[src/rtl/detour_pkg.sv]
package detour_pkg;

    typedef enum logic [1:0] {
        MODE_PASS  = 2'b00,
        MODE_PREP  = 2'b01,
        MODE_STRIP = 2'b10,
        MODE_ALT   = 2'b11
    } mode_e;

    localparam int unsigned LFSR_BITS     = 16;
    localparam logic [15:0] LFSR_TAPS     = 16'hB400;
    localparam logic [15:0] LFSR_FALLBACK = 16'hACE1;

endpackage

[src/rtl/detour_lfsr.sv]
module detour_lfsr #(
    parameter int unsigned W        = 16,
    parameter logic [W-1:0] TAPS     = 16'hB400,
    parameter logic [W-1:0] FALLBACK = 16'hACE1
) (
    input  logic         clk,
    input  logic         rst_n,
    input  logic         load,
    input  logic [W-1:0] load_val,
    input  logic         step,
    output logic [W-1:0] state
);

    logic [W-1:0] state_d;
    logic [W-1:0] state_q;

    always_comb begin
        state_d = state_q;
        if (load) begin
            state_d = (load_val == '0) ? FALLBACK : load_val;
        end else if (step) begin
            state_d = {state_q[W-2:0], ^(state_q & TAPS)};
        end
    end

    always_ff @(posedge clk) begin
        if (!rst_n) begin
            state_q <= FALLBACK;
        end else begin
            state_q <= state_d;
        end
    end

    assign state = state_q;

endmodule

[src/rtl/detour_pick.sv]
module detour_pick #(
    parameter int unsigned W     = 16,
    parameter int unsigned NODES = 64,
    parameter int unsigned IDX_W = 6
) (
    input  logic [W-1:0]     state,
    output logic [IDX_W-1:0] idx
);

    localparam int unsigned NW = $clog2(NODES + 1);
    localparam int unsigned PW = W + NW;

    logic [PW-1:0] prod;

    always_comb begin
        prod = PW'(state) * PW'(NODES);
        idx  = prod[W +: IDX_W];
    end

endmodule

[src/rtl/detour_hdr_unit.sv]
module detour_hdr_unit
    import detour_pkg::*;
#(
    parameter int unsigned DATA_W   = 16,
    parameter int unsigned NODE_CNT = 64,
    parameter int unsigned LFSR_W   = LFSR_BITS
) (
    input  logic              clk,
    input  logic              rst_n,
    input  logic [1:0]        mode,
    input  logic              seed_load,
    input  logic [LFSR_W-1:0] seed_value,
    input  logic [DATA_W-1:0] in_data,
    input  logic              in_valid,
    input  logic              in_last,
    output logic              in_ready,
    output logic [DATA_W-1:0] out_data,
    output logic              out_valid,
    output logic              out_last,
    input  logic              out_ready,
    output logic              short_pkt_err
);

    localparam int unsigned IDX_W = (NODE_CNT > 1) ? $clog2(NODE_CNT) : 1;

    typedef struct packed {
        logic [DATA_W-1:0] odata;
        logic              olast;
        logic              ovld;
        logic              sop;
        logic              hdr_done;
        mode_e             pmode;
        logic              err;
    } st_t;

    st_t st_d, st_q;

    logic [LFSR_W-1:0] lfsr_state;
    logic [IDX_W-1:0]  hdr_idx;
    logic              adv, at_head, ins_hdr, acc, first_acc, drop;
    mode_e             cur_mode;

    detour_lfsr #(
        .W       (LFSR_W),
        .TAPS    (LFSR_W'(LFSR_TAPS)),
        .FALLBACK(LFSR_W'(LFSR_FALLBACK))
    ) u_lfsr (
        .clk     (clk),
        .rst_n   (rst_n),
        .load    (seed_load),
        .load_val(seed_value),
        .step    (first_acc),
        .state   (lfsr_state)
    );

    detour_pick #(
        .W    (LFSR_W),
        .NODES(NODE_CNT),
        .IDX_W(IDX_W)
    ) u_pick (
        .state(lfsr_state),
        .idx  (hdr_idx)
    );

    always_comb begin
        adv       = !st_q.ovld || out_ready;
        at_head   = st_q.sop && !st_q.hdr_done;
        cur_mode  = at_head ? mode_e'(mode) : st_q.pmode;
        ins_hdr   = at_head && (cur_mode == MODE_PREP);
        in_ready  = adv && !ins_hdr;
        acc       = in_valid && in_ready;
        first_acc = acc && st_q.sop;
        drop      = first_acc && (cur_mode == MODE_STRIP);

        st_d     = st_q;
        st_d.err = 1'b0;
        if (adv) begin
            st_d.ovld = 1'b0;
        end
        if (ins_hdr && in_valid && adv) begin
            st_d.odata    = DATA_W'(hdr_idx);
            st_d.olast    = 1'b0;
            st_d.ovld     = 1'b1;
            st_d.hdr_done = 1'b1;
            st_d.pmode    = MODE_PREP;
        end
        if (acc) begin
            if (st_q.sop) begin
                st_d.pmode = cur_mode;
            end
            if (drop) begin
                st_d.err = in_last;
            end else begin
                st_d.odata = in_data;
                st_d.olast = in_last;
                st_d.ovld  = 1'b1;
            end
            st_d.sop = in_last;
            if (in_last) begin
                st_d.hdr_done = 1'b0;
            end
        end
    end

    always_ff @(posedge clk) begin
        if (!rst_n) begin
            st_q.odata    <= '0;
            st_q.olast    <= 1'b0;
            st_q.ovld     <= 1'b0;
            st_q.sop      <= 1'b1;
            st_q.hdr_done <= 1'b0;
            st_q.pmode    <= MODE_PASS;
            st_q.err      <= 1'b0;
        end else begin
            st_q <= st_d;
        end
    end

    assign out_data      = st_q.odata;
    assign out_last      = st_q.olast;
    assign out_valid     = st_q.ovld;
    assign short_pkt_err = st_q.err;

endmodule

[config.mk]
export PLATFORM = sky130hd
export DESIGN_NAME = detour_hdr_unit
export DESIGN_NICKNAME = d
export VERILOG_FILES = /design/src/rtl/detour_pkg.sv /design/src/rtl/detour_lfsr.sv /design/src/rtl/detour_pick.sv /design/src/rtl/detour_hdr_unit.sv
export SDC_FILE = /design/constraint.sdc
export NUM_CORES = 1
export LEC_CHECK = 0
export BUFFER_PORTS_ARGS = -buffer_cell sky130_fd_sc_hd__buf_2
export CAP_MARGIN = 40
export CORE_UTILIZATION = 45
export CTS_BUF_LIST = sky130_fd_sc_hd__clkbuf_8
export CTS_CLUSTER_SIZE = 8
export DETAILED_ROUTE_END_ITERATION = 10
export GPL_TIMING_DRIVEN = 0
export HOLD_SLACK_MARGIN = 0.03
export PLACE_DENSITY = 0.73
export SLEW_MARGIN = 20
export SYNTH_ARGS = -nofsm -noshare
export SYNTH_HDL_FRONTEND = slang
export SYNTH_SLANG_ARGS = --single-unit
[constraint.sdc]
create_clock -name clk -period 1.5 [get_ports clk]
set_input_delay 0.075 -clock clk [delete_from_list [all_inputs] [get_ports clk]]
set_output_delay 0.075 -clock clk [all_outputs]
set_load 0.01 [all_outputs]
# ---- Word-level counts from Yosys, hierarchy flattened
# Index checks and enable logic that the tools add are counted.
dict set report word_totals {
  wordCells 38
  regBits 39
  latchBits 0
  inputBits 40
  mem_count 0
  mem_bits_rw 0
  rom_bits 0
}
dict set report op_classes {
  bitwise 0
  n_lt_le_gt_ge 0
  n_mux 12
  n_reduce_logical 16
  shift 0
  addsub 0
  n_eq_ne 2
  div 0
  mul 0
}
# op n
set op_table {}
lappend op_table {{$mux W16} 3}
lappend op_table {{$mux W18} 2}
lappend op_table {{$mux W23} 1}
lappend op_table {{$logic_not A16 Y1} 1}
lappend op_table {{$reduce_xor A16 Y1} 1}
lappend op_table {{$logic_and A1 B1 Y1} 8}
lappend op_table {{$mux W2} 2}
lappend op_table {{$logic_not A1 Y1} 3}
lappend op_table {{$mux W1} 3}
lappend op_table {{$mux W3} 1}
lappend op_table {{$reduce_and A3 Y1} 1}
lappend op_table {{$eq A2 B1 Y1 const B} 1}
lappend op_table {{$eq A2 B2 Y1 const B} 1}
lappend op_table {{$reduce_bool A2 Y1} 1}
lappend op_table {{$logic_or A1 B1 Y1} 1}

# ---- Logic depth before layout (Yosys ltp)
# Gate-level depths: netlist of run 1.
dict set report logic_depth {
  ltp_word 12
  mapped_depth 6
}

# ---- Cells and area by module
# A second synthesis of run 1 with hierarchy kept.
dict set report hier_totals {
  hier_cells 225
  hier_area_um2 2102.0
}
# module n_inst cells_each seq_area_each_um2 area_per_inst_um2
set by_module_without_submodules {}
lappend by_module_without_submodules {detour_hdr_unit 1 131 460.4 1258.7}
lappend by_module_without_submodules {detour_lfsr 1 88 320.3 798.3}
lappend by_module_without_submodules {detour_pick 1 6 0.0 45.0}

# ---- Worst setup path after synthesis of run 1
# OpenSTA, ideal clock, no wires.
dict set report synth_path {
  path_kind {register -> register}
  start {register st_q[3] (netlist bit)}
  end {register st_q, in the netlist out_last}
  setup_slack_ns 0.086
  synth_period_minus_slack_ns 1.414
  arrival_ns 1.342
  stages_incl_launch_ff 7
  path_cell_list {dfxtp_1 and4bb_1 buf_6 nand3b_4 a21oi_4 buf_6 mux2i_1}
}
dict set report synth_between {
  elab_chain_cells 12
  elab_cells_between_ends 16
  cone_classes {eq/ne (2); mux (4); reduce/logical (10)}
}
# element line_no
set synth_rtl {}
lappend synth_rtl {{from (decl)} detour_hdr_unit.sv:36} ;# st_t st_d, st_q;
lappend synth_rtl {{from (signal assigned)} detour_hdr_unit.sv:115} ;# st_q <= st_d;
lappend synth_rtl {{$logic_not A1 Y1 *} detour_hdr_unit.sv:67} ;# at_head = st_q.sop && !st_q.hdr_done;
lappend synth_rtl {{$logic_and A1 B1 Y1 *} detour_hdr_unit.sv:67}
lappend synth_rtl {{$mux W2} detour_hdr_unit.sv:68} ;# cur_mode = at_head ? mode_e'(mode) : st_q.pmode;
lappend synth_rtl {{$eq A2 B1 Y1} detour_hdr_unit.sv:69} ;# ins_hdr = at_head && (cur_mode == MODE_PREP);
lappend synth_rtl {{$logic_and A1 B1 Y1} detour_hdr_unit.sv:69}
lappend synth_rtl {{$logic_not A1 Y1} detour_hdr_unit.sv:70} ;# in_ready = adv && !ins_hdr;
lappend synth_rtl {{$logic_and A1 B1 Y1} detour_hdr_unit.sv:70}
lappend synth_rtl {{$logic_and A1 B1 Y1} detour_hdr_unit.sv:71} ;# acc = in_valid && in_ready;
lappend synth_rtl {{$logic_and A1 B1 Y1} detour_hdr_unit.sv:72} ;# first_acc = acc && st_q.sop;
lappend synth_rtl {{$logic_and A1 B1 Y1} detour_hdr_unit.sv:73} ;# drop = first_acc && (cur_mode == MODE_STRIP);
lappend synth_rtl {{$mux W18} detour_hdr_unit.sv:91} ;# if (drop) begin
lappend synth_rtl {{$mux W23 *} detour_hdr_unit.sv:87} ;# if (acc) begin
# Mark *: on every way between the ends. The rest lies on a longest branch, timed or not.
# A chain may end at the register's enable or synchronous reset.

# ---- Final worst setup path of run 1
dict set report layout_path {
  start {register st_q[4] (netlist bit)}
  end {register st_q, in the netlist out_data[8]}
}
dict set report layout_between {
  elab_chain_cells 11
  elab_cells_between_ends 15
  cone_classes {eq/ne (2); mux (4); reduce/logical (9)}
}
# element line_no
set layout_rtl {}
lappend layout_rtl {{$logic_and A1 B1 Y1} detour_hdr_unit.sv:67}
lappend layout_rtl {{$mux W2} detour_hdr_unit.sv:68}
lappend layout_rtl {{$eq A2 B1 Y1} detour_hdr_unit.sv:69}
lappend layout_rtl {{$logic_and A1 B1 Y1} detour_hdr_unit.sv:69}
lappend layout_rtl {{$logic_not A1 Y1} detour_hdr_unit.sv:70}
lappend layout_rtl {{$logic_and A1 B1 Y1} detour_hdr_unit.sv:70}
lappend layout_rtl {{$logic_and A1 B1 Y1} detour_hdr_unit.sv:71}
lappend layout_rtl {{$logic_and A1 B1 Y1} detour_hdr_unit.sv:72}
lappend layout_rtl {{$logic_and A1 B1 Y1} detour_hdr_unit.sv:73}
lappend layout_rtl {{$mux W18} detour_hdr_unit.sv:91}
lappend layout_rtl {{$mux W23 *} detour_hdr_unit.sv:87}
# Marks and branches as above.

==> metrics.yaml, run 1 <==
worst_setup_path:
  critPathBufInv: 3
  crit_top_cell: "buf_6"
  r2r_slack_ps: -50
  crit_path_max_incr_delay_ps: 350
  path_max_fanout: 7
  critical_path.top_delay_family: "simple AND/OR/NAND/NOR gates"
  cp-start-kind: "flip-flop"
  cp.arrival_ps: 1770
  worst_ep_required_time_ps: 1720
  cp_slowest_cell: "dfxtp_2"
  path_class: "flip-flop to flip-flop"
  crit_chain: "and4bb_1 > buf_6 > nand3b_4 > a21oi_4 > buf_6 > buf_8 > mux2i_2"
  worst_setup_path_end_kind: "flip-flop"
power_and_ir_drop:
  p_leak_nw: 1.24
  pwr-share-comb_pct: 26.2
  seq_power_share_pct: 47.1
  p_sw_mw: 0.736
  swShare_pct: 29.2
  ir_drop_uv: 487
  power_density_nw_per_um2: 934
  p_int_mw: 1.79
  p_clk_share_pct: 26.6
finish:
  antenna-diode-count: 0
  final_cell_mix: "59 x buf_2, 37 x dfxtp_1, 24 x buf_4"
  drive_gt1_share_pct: 42.3
  fin_nets: 337
  area_growth_pct: 35.4
  num-fill-cells: 343
  final_common_cell: "buf_2"
  final_area_um2: 2700
drt:
  final_antenna_net_count: 0
  wl_per_cell_um: 14.3
  drt-initial-drc-count: 127
  dr.pass1.iters: 4
  drt_wl_total_um: 4970
  vias: 1828
  drc_errors: 0
  viasPerCell: 5.25
sta:
  worstMarginPinSlew_ps: 557
  fin_skew_ps: 4.67
  fin_ws_ps: -47.0
  rsz0062_at_grt: "yes"
  setup_viol: 22
  min_period_ps: 1550
  slew_viol_final: 0
  slew_headroom_pct: 62.9
  hold_viol: 0
  fin_crit_sh_pct: 103
  fmax_ghz: 0.646
placed_design:
  place_ws_ps: -129
  place_hpwl_um: 3300
  port_buffers: 56
  placedInstanceArea_um2: 2340
  gp_congestion: 0.768
clocking:
  root_buffer: "clkbuf_8"
  insertion_delay_ps: 290
  cts_tree: "built"
  cts.sinks: 39
  clk_pin_slew_worst_paths_ps: 80
  cts_buffers: 5
  cts_max_level: 2
  clockBufferDepth: 2
floorplan:
  die_h_um: 68.6
  initial_utilization_pct: 48.5
  io_pins: 60
  die_w_um: 68.6
  dieArea_um2: 4700
  core_area_um2: 4120
  rows: 23
yosys:
  synth_seq_area_share_pct: 39.1
  yosys_warnings: 0
  synth_nets: 255
  netlist_area_um2: 1990
  syn_area_per_cell_um2: 9.28
  synth_seq_cells: 39
  synthArstFlopShare_pct: 0
  syn_inst: 215
  synth_flop_cell: "dfxtp_1"
  ys_types: 39
  synth_edf_count: 0
worst_hold_path:
  hold_path.class: "primary input to flip-flop"
run:
  max_cap_viol_count: 0
global_routing:
  grt_overflow: 0
  grt_pass1_wl_um: 7850
  grt_max_degree: 12
  grt_usage_pct: 22.9
  antenna_found_initial: 0
  grt_pass1_vias: 1634
outcome:
  violations: "negative setup slack"
  status: "finished, violations left"
==> power by group through the flow <==
stage | clock, mW | sequential [mW] | combinational (mW)
floorplan | 0 | 1.19 | 0.389
global placement | 0 | 1.21 | 0.539
detailed placement | 0 | 1.21 | 0.547
CTS | 0.691 | 1.19 | 0.632
global route | 0.751 | 1.20 | 0.726
finish | 0.671 | 1.19 | 0.662
==> sequential cells by signal, indices dropped and copies added (netlist names) <==
name / cells
out_valid: 1
st_q: 4
out_data: 16
u_lfsr.state: 16
out_last: 1
short_pkt_err: 1
==> cell families (layout without fill, tap and decap cells) <==
logic type,Yosys count,after routing,share of synthesized area [%]
AO/OA/AOI/OAI,53,53,20.2
XOR/XNOR,3,3,1.32
buffers and inverters,33,116,10.9
flip-flops,39,39,39.1
multiplexers,24,24,12.0
AND/OR/NAND/NOR,63,63,16.4
==> timing repair <==
item | in CTS | in global routing
pin swaps | 2 | 3
resized for setup | 12 | 19
setup endpoints to repair | 32 | 32
gates cloned | 1 | 0
setup buffers | 7 | 3
endpoints found under the hold margin | 8 | 0
hold buffers | 8 | 0
==> worst reg2reg max path, cell delays in order, from the launching register on <==
cell and delay (ps):
dfxtp_2 350, and4bb_1 210, buf_6 140, nand3b_4 180, a21oi_4 150, buf_6 120
buf_8 110, mux2i_2 200
==> Yosys cell counts (all sizes together), types with 2 or more instances <==
| cell | n | area, um2 |
|---|---|---|
| inv | 3 | 11.3 |
| nand2b | 2 | 12.5 |
| clkbuf | 6 | 23.8 |
| nor4 | 4 | 25.0 |
| a21oi | 15 | 86.3 |
| buf | 24 | 181 |
| o21ai | 11 | 58.8 |
| nor2b | 2 | 12.5 |
| o221ai | 5 | 68.8 |
| nand3 | 20 | 105 |
| nor2 | 8 | 30.0 |
| nand2 | 22 | 82.6 |
| xnor2 | 2 | 17.5 |
| dfxtp | 39 | 781 |
| a211oi | 13 | 97.6 |
| mux2i | 24 | 240 |
| o31ai | 2 | 28.8 |
==> worst paths after layout <==
check          startpoint            to  cells past startpoint
max               st_q[4]   out_data[8]                      7
min           in_data[15]  out_data[15]                      3
max reg2reg       st_q[4]   out_data[8]                      7
min reg2reg  out_data[10]  out_data[10]                      2
==> area by class of cell <==
type,instances,area [um2],share of cell area [%]
buffer,30,215,7.97
multi-input combinational,143,1070,39.7
sequential,39,783,29.0
clock inverter,3,12.5,0.463
inverter,3,11.3,0.417
timing repair buffer,75,474,17.6
clock buffer,5,68.8,2.55
tap,50,62.6,2.32
==> through the flow <==
step	TNS (ps)	std cells	utilization, %	total power, mW	hold WS, ps
5_1_grt	-2250	348	65.6	2.67	47.8
3_3_place_gp	-1420	321	56.8	1.75	330
6_report	-618	348	65.6	2.52	35.6
3_5_place_dp	-1920	321	56.8	1.75	331
2_1_floorplan	0	215	-	1.58	215
4_1_cts	-395	345	64.0	2.51	30.9
==> layer usage <==
metal	up-vias	part of all wire, %	global-route usage (%)
met5	-	0	0
met4	0	0.72	7.03
li1	929	-	-
met2	51	48	35.3
met3	5	4.7	5.76
met1	843	47	31.2
No activity file was read; power rests on OpenSTA's default activity.
==> inputs of run 2 (changes only) <==
--- a/config.mk
+++ b/config.mk
@@ -13,8 +13,9 @@
 export DETAILED_ROUTE_END_ITERATION = 10
 export GPL_TIMING_DRIVEN = 0
 export HOLD_SLACK_MARGIN = 0.03
-export PLACE_DENSITY = 0.73
+export PLACE_DENSITY = 0.72
 export SLEW_MARGIN = 20
 export SYNTH_ARGS = -nofsm -noshare
 export SYNTH_HDL_FRONTEND = slang
+export SYNTH_HIERARCHICAL = 1
 export SYNTH_SLANG_ARGS = --single-unit
==> run 2 against run 1 <==
The flow still finishes with violations (negative setup slack). Sequential share of layout area decreased by 1.0 points. Combinational power increased by 5.4%. Wire length shrank 1.2%. Die area increased by 5.2%. Synthesized cell count grew 4.7%. First-iteration DRC count fell by 20%. Sequential cell count unchanged. Non-clock buffer count grew 2. Register-to-register slack lost 170 ps. Critical endpoint is now u_lfsr/state[12]. Highest routed layer unchanged.
==> metrics.yaml, run 2 <==
floorplan:
  die_h_um: 70.3  # was 68.6 um
  dieArea_um2: 4950  # was 4700 um2
  io_pins: 60  # unchanged
  initial_utilization_pct: 47.6  # was 48.5%
  rows: 24  # was 23
  core_area_um2: 4410  # was 4120 um2
  die_w_um: 70.3  # was 68.6 um
outcome:
  status: "finished, violations left"  # unchanged
  violations: "negative setup slack"  # unchanged
global_routing:
  grt_overflow: 0  # unchanged
  antenna_found_initial: 0  # unchanged
  grt_usage_pct: 19.9  # was 22.9%
  grt_pass1_vias: 1707  # was 1634
  grt_max_degree: 13  # was 12
  grt_pass1_wl_um: 7800  # was 7850 um
yosys:
  ys_top_cells_by_count: "39 x dfxtp_1, 25 x a21oi_1, 23 x buf_4"  # was 39 x dfxtp_1, 24 x mux2i_1, 22 x nand2_1
  synthArstFlopShare_pct: 0  # unchanged
  synth_area_leaders: "dfxtp_1 37%, buf_4 8.2%, mux2i_1 7.6%"  # was dfxtp_1 39%, mux2i_1 12%, buf_4 6.4%
  netlist_area_um2: 2100  # was 1990 um2
  syn_inst: 225  # was 215
  synth_top_area_cell: "dfxtp_1"  # unchanged
  synth_most_common_cell: "dfxtp_1"  # unchanged
  synth_nets: 265  # was 255
  syn_area_per_cell_um2: 9.34  # was 9.28 um2
  synth_flop_cell: "dfxtp_1"  # unchanged
  ys_types: 38  # was 39
  yosysTopAreaCellShare_pct: 37.1  # was 39.1%
  synth_seq_cells: 39  # unchanged
  yosys_warnings: 6  # was 0
  synth_edf_count: 0  # unchanged
  synth_seq_area_share_pct: 37.1  # was 39.1%
clocking:
  cts_max_level: 2  # unchanged
  clockBufferDepth: 2  # unchanged
  cts.sinks: 39  # unchanged
  clk_pin_slew_worst_paths_ps: 80  # about the same
  cts_tree: "built"  # unchanged
  root_buffer: "clkbuf_8"  # unchanged
  insertion_delay_ps: 290  # about the same
  cts_buffers: 5  # unchanged
drt:
  viasPerCell: 5.28  # was 5.25
  drt-initial-drc-count: 102  # was 127
  vias: 1858  # was 1828
  dr.pass1.iters: 4  # unchanged
  drt_wl_total_um: 4910  # was 4970 um
  wl_per_cell_um: 13.9  # was 14.3 um
  drc_errors: 0  # unchanged
  final_antenna_net_count: 0  # unchanged
sta:
  slew_headroom_pct: 51.4  # was 62.9%
  fin_ws_ps: -218  # was -47.0 ps
  rsz0062_at_grt: "yes"  # unchanged
  fin_crit_sh_pct: 115  # was 103%
  slew_viol_final: 0  # unchanged
  worstMarginPinSlew_ps: 726  # was 557 ps
  hold_viol: 0  # unchanged
  timing.hold.ws_ps: 38.8  # was 35.6 ps
  setup_viol: 25  # was 22
  fmax_ghz: 0.582  # was 0.646 GHz
  min_period_ps: 1720  # was 1550 ps
  fin_skew_ps: 7.68  # was 4.67 ps
worst_setup_path:
  path_class: "flip-flop to flip-flop"  # unchanged
  worst_ep_required_time_ps: 1680  # was 1720 ps
  critical_path.top_delay_family: "simple AND/OR/NAND/NOR gates"  # unchanged
  cp-start-kind: "flip-flop"  # unchanged
  cp.arrival_ps: 1890  # was 1770 ps
  r2r_slack_ps: -220  # was -50 ps
  startpoint: "st_q[4]"  # unchanged
  r2r_cells: 8  # was 7
  worstSetupEndpoint: "u_lfsr/state[12]"  # was out_data[8]
  critPathBufInv: 2  # was 3
  worst-path-stages: 8  # was 7
  worst_setup_path_end_kind: "flip-flop"  # unchanged
  r2r_start: "st_q[4]"  # unchanged
  crit_top_cell: "nor2_1"  # was buf_6
  crit_path_max_incr_delay_ps: 350  # about the same
  path_max_fanout: 9  # was 7
  cp_slowest_cell: "dfxtp_2"  # unchanged
  crit_chain: "and4bb_4 > nor3b_4 > buf_8 > buf_12 > mux2i_1 > nor2_1 > a21oi_1 > nor2_1"  # was and4bb_1 > buf_6 > nand3b_4 > a21oi_4 > buf_6 > buf_8 > mux2i_2
  reg2reg_to: "u_lfsr/state[12]"  # was out_data[8]
placed_design:
  port_buffers: 56  # unchanged
  place_inst: 333  # was 321
  gp_congestion: 0.752  # was 0.768
  placedInstanceArea_um2: 2480  # was 2340 um2
  place_ws_ps: -254  # was -129 ps
  place_hpwl_um: 3300  # about the same
power_and_ir_drop:
  ir_drop_uv: 603  # was 487 uV
  power_density_nw_per_um2: 995  # was 934 nW/um2
  p_leak_nw: 1.28  # was 1.24 nW
run:
  max_cap_viol_count: 0  # unchanged
finish:
  fin_nets: 339  # was 337
  final_common_cell: "buf_2"  # unchanged
  area_growth_pct: 33.3  # was 35.4%
  drive_gt1_share_pct: 46.0  # was 42.3%
  final_cell_mix: "58 x buf_2, 36 x dfxtp_1, 30 x buf_4"  # was 59 x buf_2, 37 x dfxtp_1, 24 x buf_4
  antenna-diode-count: 0  # unchanged
  fin_cells: 352  # was 348
  final_util_pct: 63.5  # was 65.6%
  final_area_um2: 2800  # was 2700 um2
worst_hold_path:
  min_delay_path_depth: 3  # unchanged
  hold_start: "seed_value[1]"  # was in_data[15]
  hold_path.class: "primary input to flip-flop"  # unchanged
## run 2: worst reg2reg max path, stage by stage (launching register included)
cell      delay, ps
dfxtp_2         350
and4bb_4        220
nor3b_4         260
buf_8           190
buf_12          130
mux2i_1         200
nor2_1           60
a21oi_1         130
nor2_1           50
## run 2: report_power, final
| part | switching, mW | internal (mW) | total, mW |
|---|---|---|---|
| Sequential | 0.0490 | 1.12 | 1.16 |
| Combinational | 0.319 | 0.379 | 0.698 |
| Clock | 0.388 | 0.539 | 0.926 |
## run 2: timing repair
action	in CTS	in global routing
pin swaps	6	0
hold buffers	5	0
resized for setup	11	12
endpoints found under the hold margin	5	0
gates cloned	0	1
buffers inserted	5	0
endpoints found under the setup margin	16	34
## run 2: cells by family after synthesis
logic type / count (synthesis) / synth area share [%]
simple gates: 60 / 17.9
compound gates: 57 / 18.5
xor+xnor: 4 / 1.67
mux: 23 / 11.4
buf+inv: 42 / 13.5
flops: 39 / 37.1
## run 2: worst min path at each step
stage,slack [ps],end
after global placement,300,u_lfsr/state[7]
after CTS,30,u_lfsr/state[1]
after detailed placement,300,u_lfsr/state[7]
final,40,u_lfsr/state[1]
after global routing,50,u_lfsr/state[13]
after floorplan,190,u_lfsr/state[7]
## run 2: area by class of cell
type	count	area, um2
clock buffers	6	82.6
repair buffers	67	393
well taps	52	65.1
plain buffers	40	319
clock inverters	2	35.0
inverters	2	7.51
multi-input cells	144	1120
flip-flops and latches	39	785
fillers	381	1610
## run 2: stage by stage
step	total power [mW]	setup TNS, ps
3_3_place_gp	1.79	-3360
2_1_floorplan	1.62	-1610
4_1_cts	2.75	-2370
6_report	2.79	-2890
5_1_grt	2.91	-5540
3_5_place_dp	1.80	-3470
## run 2: routing by layer
metal / global-route usage, % / up-vias / part of all wire [%]
li1: - / 933 / -
met1: 25.4 / 858 / 45
met2: 32.9 / 61 / 48
met3: 4.33 / 6 / 5.7
met4: 6.89 / 0 / 0.94
met5: 0 / - / 0
==> inputs of run 3 (changes only) <==
--- a/config.mk
+++ b/config.mk
@@ -14,6 +14,8 @@
 export GPL_TIMING_DRIVEN = 0
 export HOLD_SLACK_MARGIN = 0.03
 export PLACE_DENSITY = 0.72
+export SETUP_SLACK_MARGIN = 0.02
+export SKIP_LAST_GASP = 1
 export SLEW_MARGIN = 20
 export SYNTH_ARGS = -nofsm -noshare
 export SYNTH_HDL_FRONTEND = slang
==> run 3 against run 2 <==
Sequential cell count stayed put. Non-clock buffer count shrank 1. Final cell count decreased by 0.28%. Highest routed layer unchanged. Critical endpoint is now u_lfsr/state[2]. The run still ends with negative setup slack left.
==> metrics.yaml, run 3 (same netlist as run 2, synthesis figures left out) <==
outcome:
  status: "finished, violations left"  # unchanged
  violations: "negative setup slack"  # unchanged
sta:
  fin_skew_ps: 7.31  # was 7.68 ps
  fin_crit_sh_pct: 113  # was 115%
  hold_viol: 0  # unchanged
  slew_headroom_pct: 58.9  # was 51.4%
  worstMarginPinSlew_ps: 614  # was 726 ps
  rsz0062_at_grt: "yes"  # unchanged
  slew_viol_final: 0  # unchanged
  min_period_ps: 1690  # was 1720 ps
  fmax_ghz: 0.591  # was 0.582 GHz
  fin_ws_ps: -192  # was -218 ps
  setup_viol: 23  # was 25
worst_setup_path:
  worst_ep_required_time_ps: 1680  # about the same
  path_class: "flip-flop to flip-flop"  # unchanged
  worst_setup_path_end_kind: "flip-flop"  # unchanged
  cp-start-kind: "flip-flop"  # unchanged
  crit_chain: "and4bb_4 > nor3b_4 > buf_8 > clkbuf_16 > mux2i_1 > nor2_1 > a21oi_1 > nor2_1"  # was and4bb_4 > nor3b_4 > buf_8 > buf_12 > mux2i_1 > nor2_1 > a21oi_1 > nor2_1
  cp.arrival_ps: 1870  # was 1890 ps
  crit_path_max_incr_delay_ps: 350  # about the same
  path_max_fanout: 9  # unchanged
  cp_slowest_cell: "dfxtp_2"  # unchanged
  crit_top_cell: "nor2_1"  # unchanged
  r2r_cells: 8  # unchanged
global_routing:
  grt_usage_pct: 19.9  # unchanged
  antenna_found_initial: 0  # unchanged
  grt_overflow: 0  # unchanged
  grt_pass1_vias: 1693  # was 1707
  grt_max_degree: 19  # was 13
  grt_pass1_wl_um: 7800  # unchanged
placed_design:
  port_buffers: 56  # unchanged
  place_ws_ps: -254  # unchanged
  placedInstanceArea_um2: 2480  # unchanged
  gp_congestion: 0.752  # unchanged
  place_hpwl_um: 3300  # unchanged
  place_inst: 333  # unchanged
finish:
  final_cell_mix: "58 x buf_2, 36 x dfxtp_1, 30 x buf_4"  # unchanged
  final_common_cell: "buf_2"  # unchanged
  fin_nets: 338  # was 339
  antenna-diode-count: 0  # unchanged
  multi_input_area_um2: 1080  # was 1120 um2
  fin_cells: 351  # was 352
  final_area_um2: 2760  # was 2800 um2
  num-fill-cells: 394  # was 381
  area_growth_pct: 31.1  # was 33.3%
  register_area_um2: 785  # unchanged
  final_util_pct: 62.4  # was 63.5%
  drive_gt1_share_pct: 43.8  # was 46.0%
clocking:
  clockBufferDepth: 2  # unchanged
  cts_tree: "built"  # unchanged
  root_buffer: "clkbuf_8"  # unchanged
  clk_pin_slew_worst_paths_ps: 80  # about the same
  cts_max_level: 2  # unchanged
  cts_buffers: 5  # unchanged
  insertion_delay_ps: 290  # about the same
  cts.sinks: 39  # unchanged
power_and_ir_drop:
  ir_drop_uv: 586  # was 603 uV
  p_leak_nw: 1.26  # was 1.28 nW
  finalPower_mw: 2.76  # was 2.79 mW
  power_density_nw_per_um2: 1000  # was 995 nW/um2
drt:
  wl_per_cell_um: 13.6  # was 13.9 um
  drt-initial-drc-count: 118  # was 102
  viasPerCell: 5.19  # was 5.28
  final_antenna_net_count: 0  # unchanged
  drt_wl_total_um: 4770  # was 4910 um
  vias: 1823  # was 1858
  dr.pass1.iters: 4  # unchanged
  drc_errors: 0  # unchanged
floorplan:
  io_pins: 60  # unchanged
  initial_utilization_pct: 47.6  # unchanged
  core_area_um2: 4410  # unchanged
  dieArea_um2: 4950  # unchanged
  rows: 24  # unchanged
  die_h_um: 70.3  # unchanged
  die_w_um: 70.3  # unchanged
run:
  max_cap_viol_count: 0  # unchanged
worst_hold_path:
  min_delay_path_depth: 3  # unchanged
  hold_path.class: "primary input to flip-flop"  # unchanged
==> run 3: where the power goes <==
group	internal [mW]	total [mW]	switching (mW)
combinational	0.368	0.675	0.307
sequential	1.12	1.16	0.0481
clock	0.539	0.919	0.381
total	2.02	2.76	0.736
==> run 3: critical path, delay by kind of cell, from the launching register on <==
family	cells	cell delay, ps
compound gates	1	130
buf+inv	2	340
flops	1	350
simple gates	4	580
mux	1	170
==> run 3: per-layer routing <==
layer / part of all wire, % / track usage [%] / routed length (um)
met5: 0 / 0 / 0
met4: 0.61 / 6.89 / 29
met3: 5.1 / 4.33 / 241
met2: 47 / 32.8 / 2270
met1: 47 / 25.5 / 2240
==> run 3: area by class of cell <==
class / count / share of cell area (%)
Multi-Input combinational cell: 144 / 39.2
Sequential cell: 39 / 28.5
Timing Repair Buffer: 67 / 14.3
Buffer: 39 / 11.2
Clock buffer: 6 / 3.00
Tap cell: 52 / 2.36
Clock inverter: 2 / 1.27
Inverter: 2 / 0.272
==> run 3: per-stage QoR <==
step | hold WS (ps) | TNS (ps)
6_report | 41.8 | -2820
5_1_grt | 53.4 | -5680
4_1_cts | 31.5 | -2370
3_5_place_dp | 303 | -3470
3_3_place_gp | 298 | -3360
2_1_floorplan | 191 | -1610
==> run 3: timing repair <==
action,CTS,global route
gates resized for setup,9,6
pin swaps,6,0
hold endpoints to repair,5,0
hold buffers,5,0
buffers inserted,5,0
endpoints found under the setup margin,17,34
cloned,0,1
==> run 3: final timing paths <==
kind                                     start                to  slack (ps)
worst min-delay path            seed_value[13]  u_lfsr/state[13]          40
worst max-delay path                   st_q[4]   u_lfsr/state[2]        -190
worst min register to register    out_data[12]      out_data[12]         490
worst max register to register         st_q[4]   u_lfsr/state[2]        -190
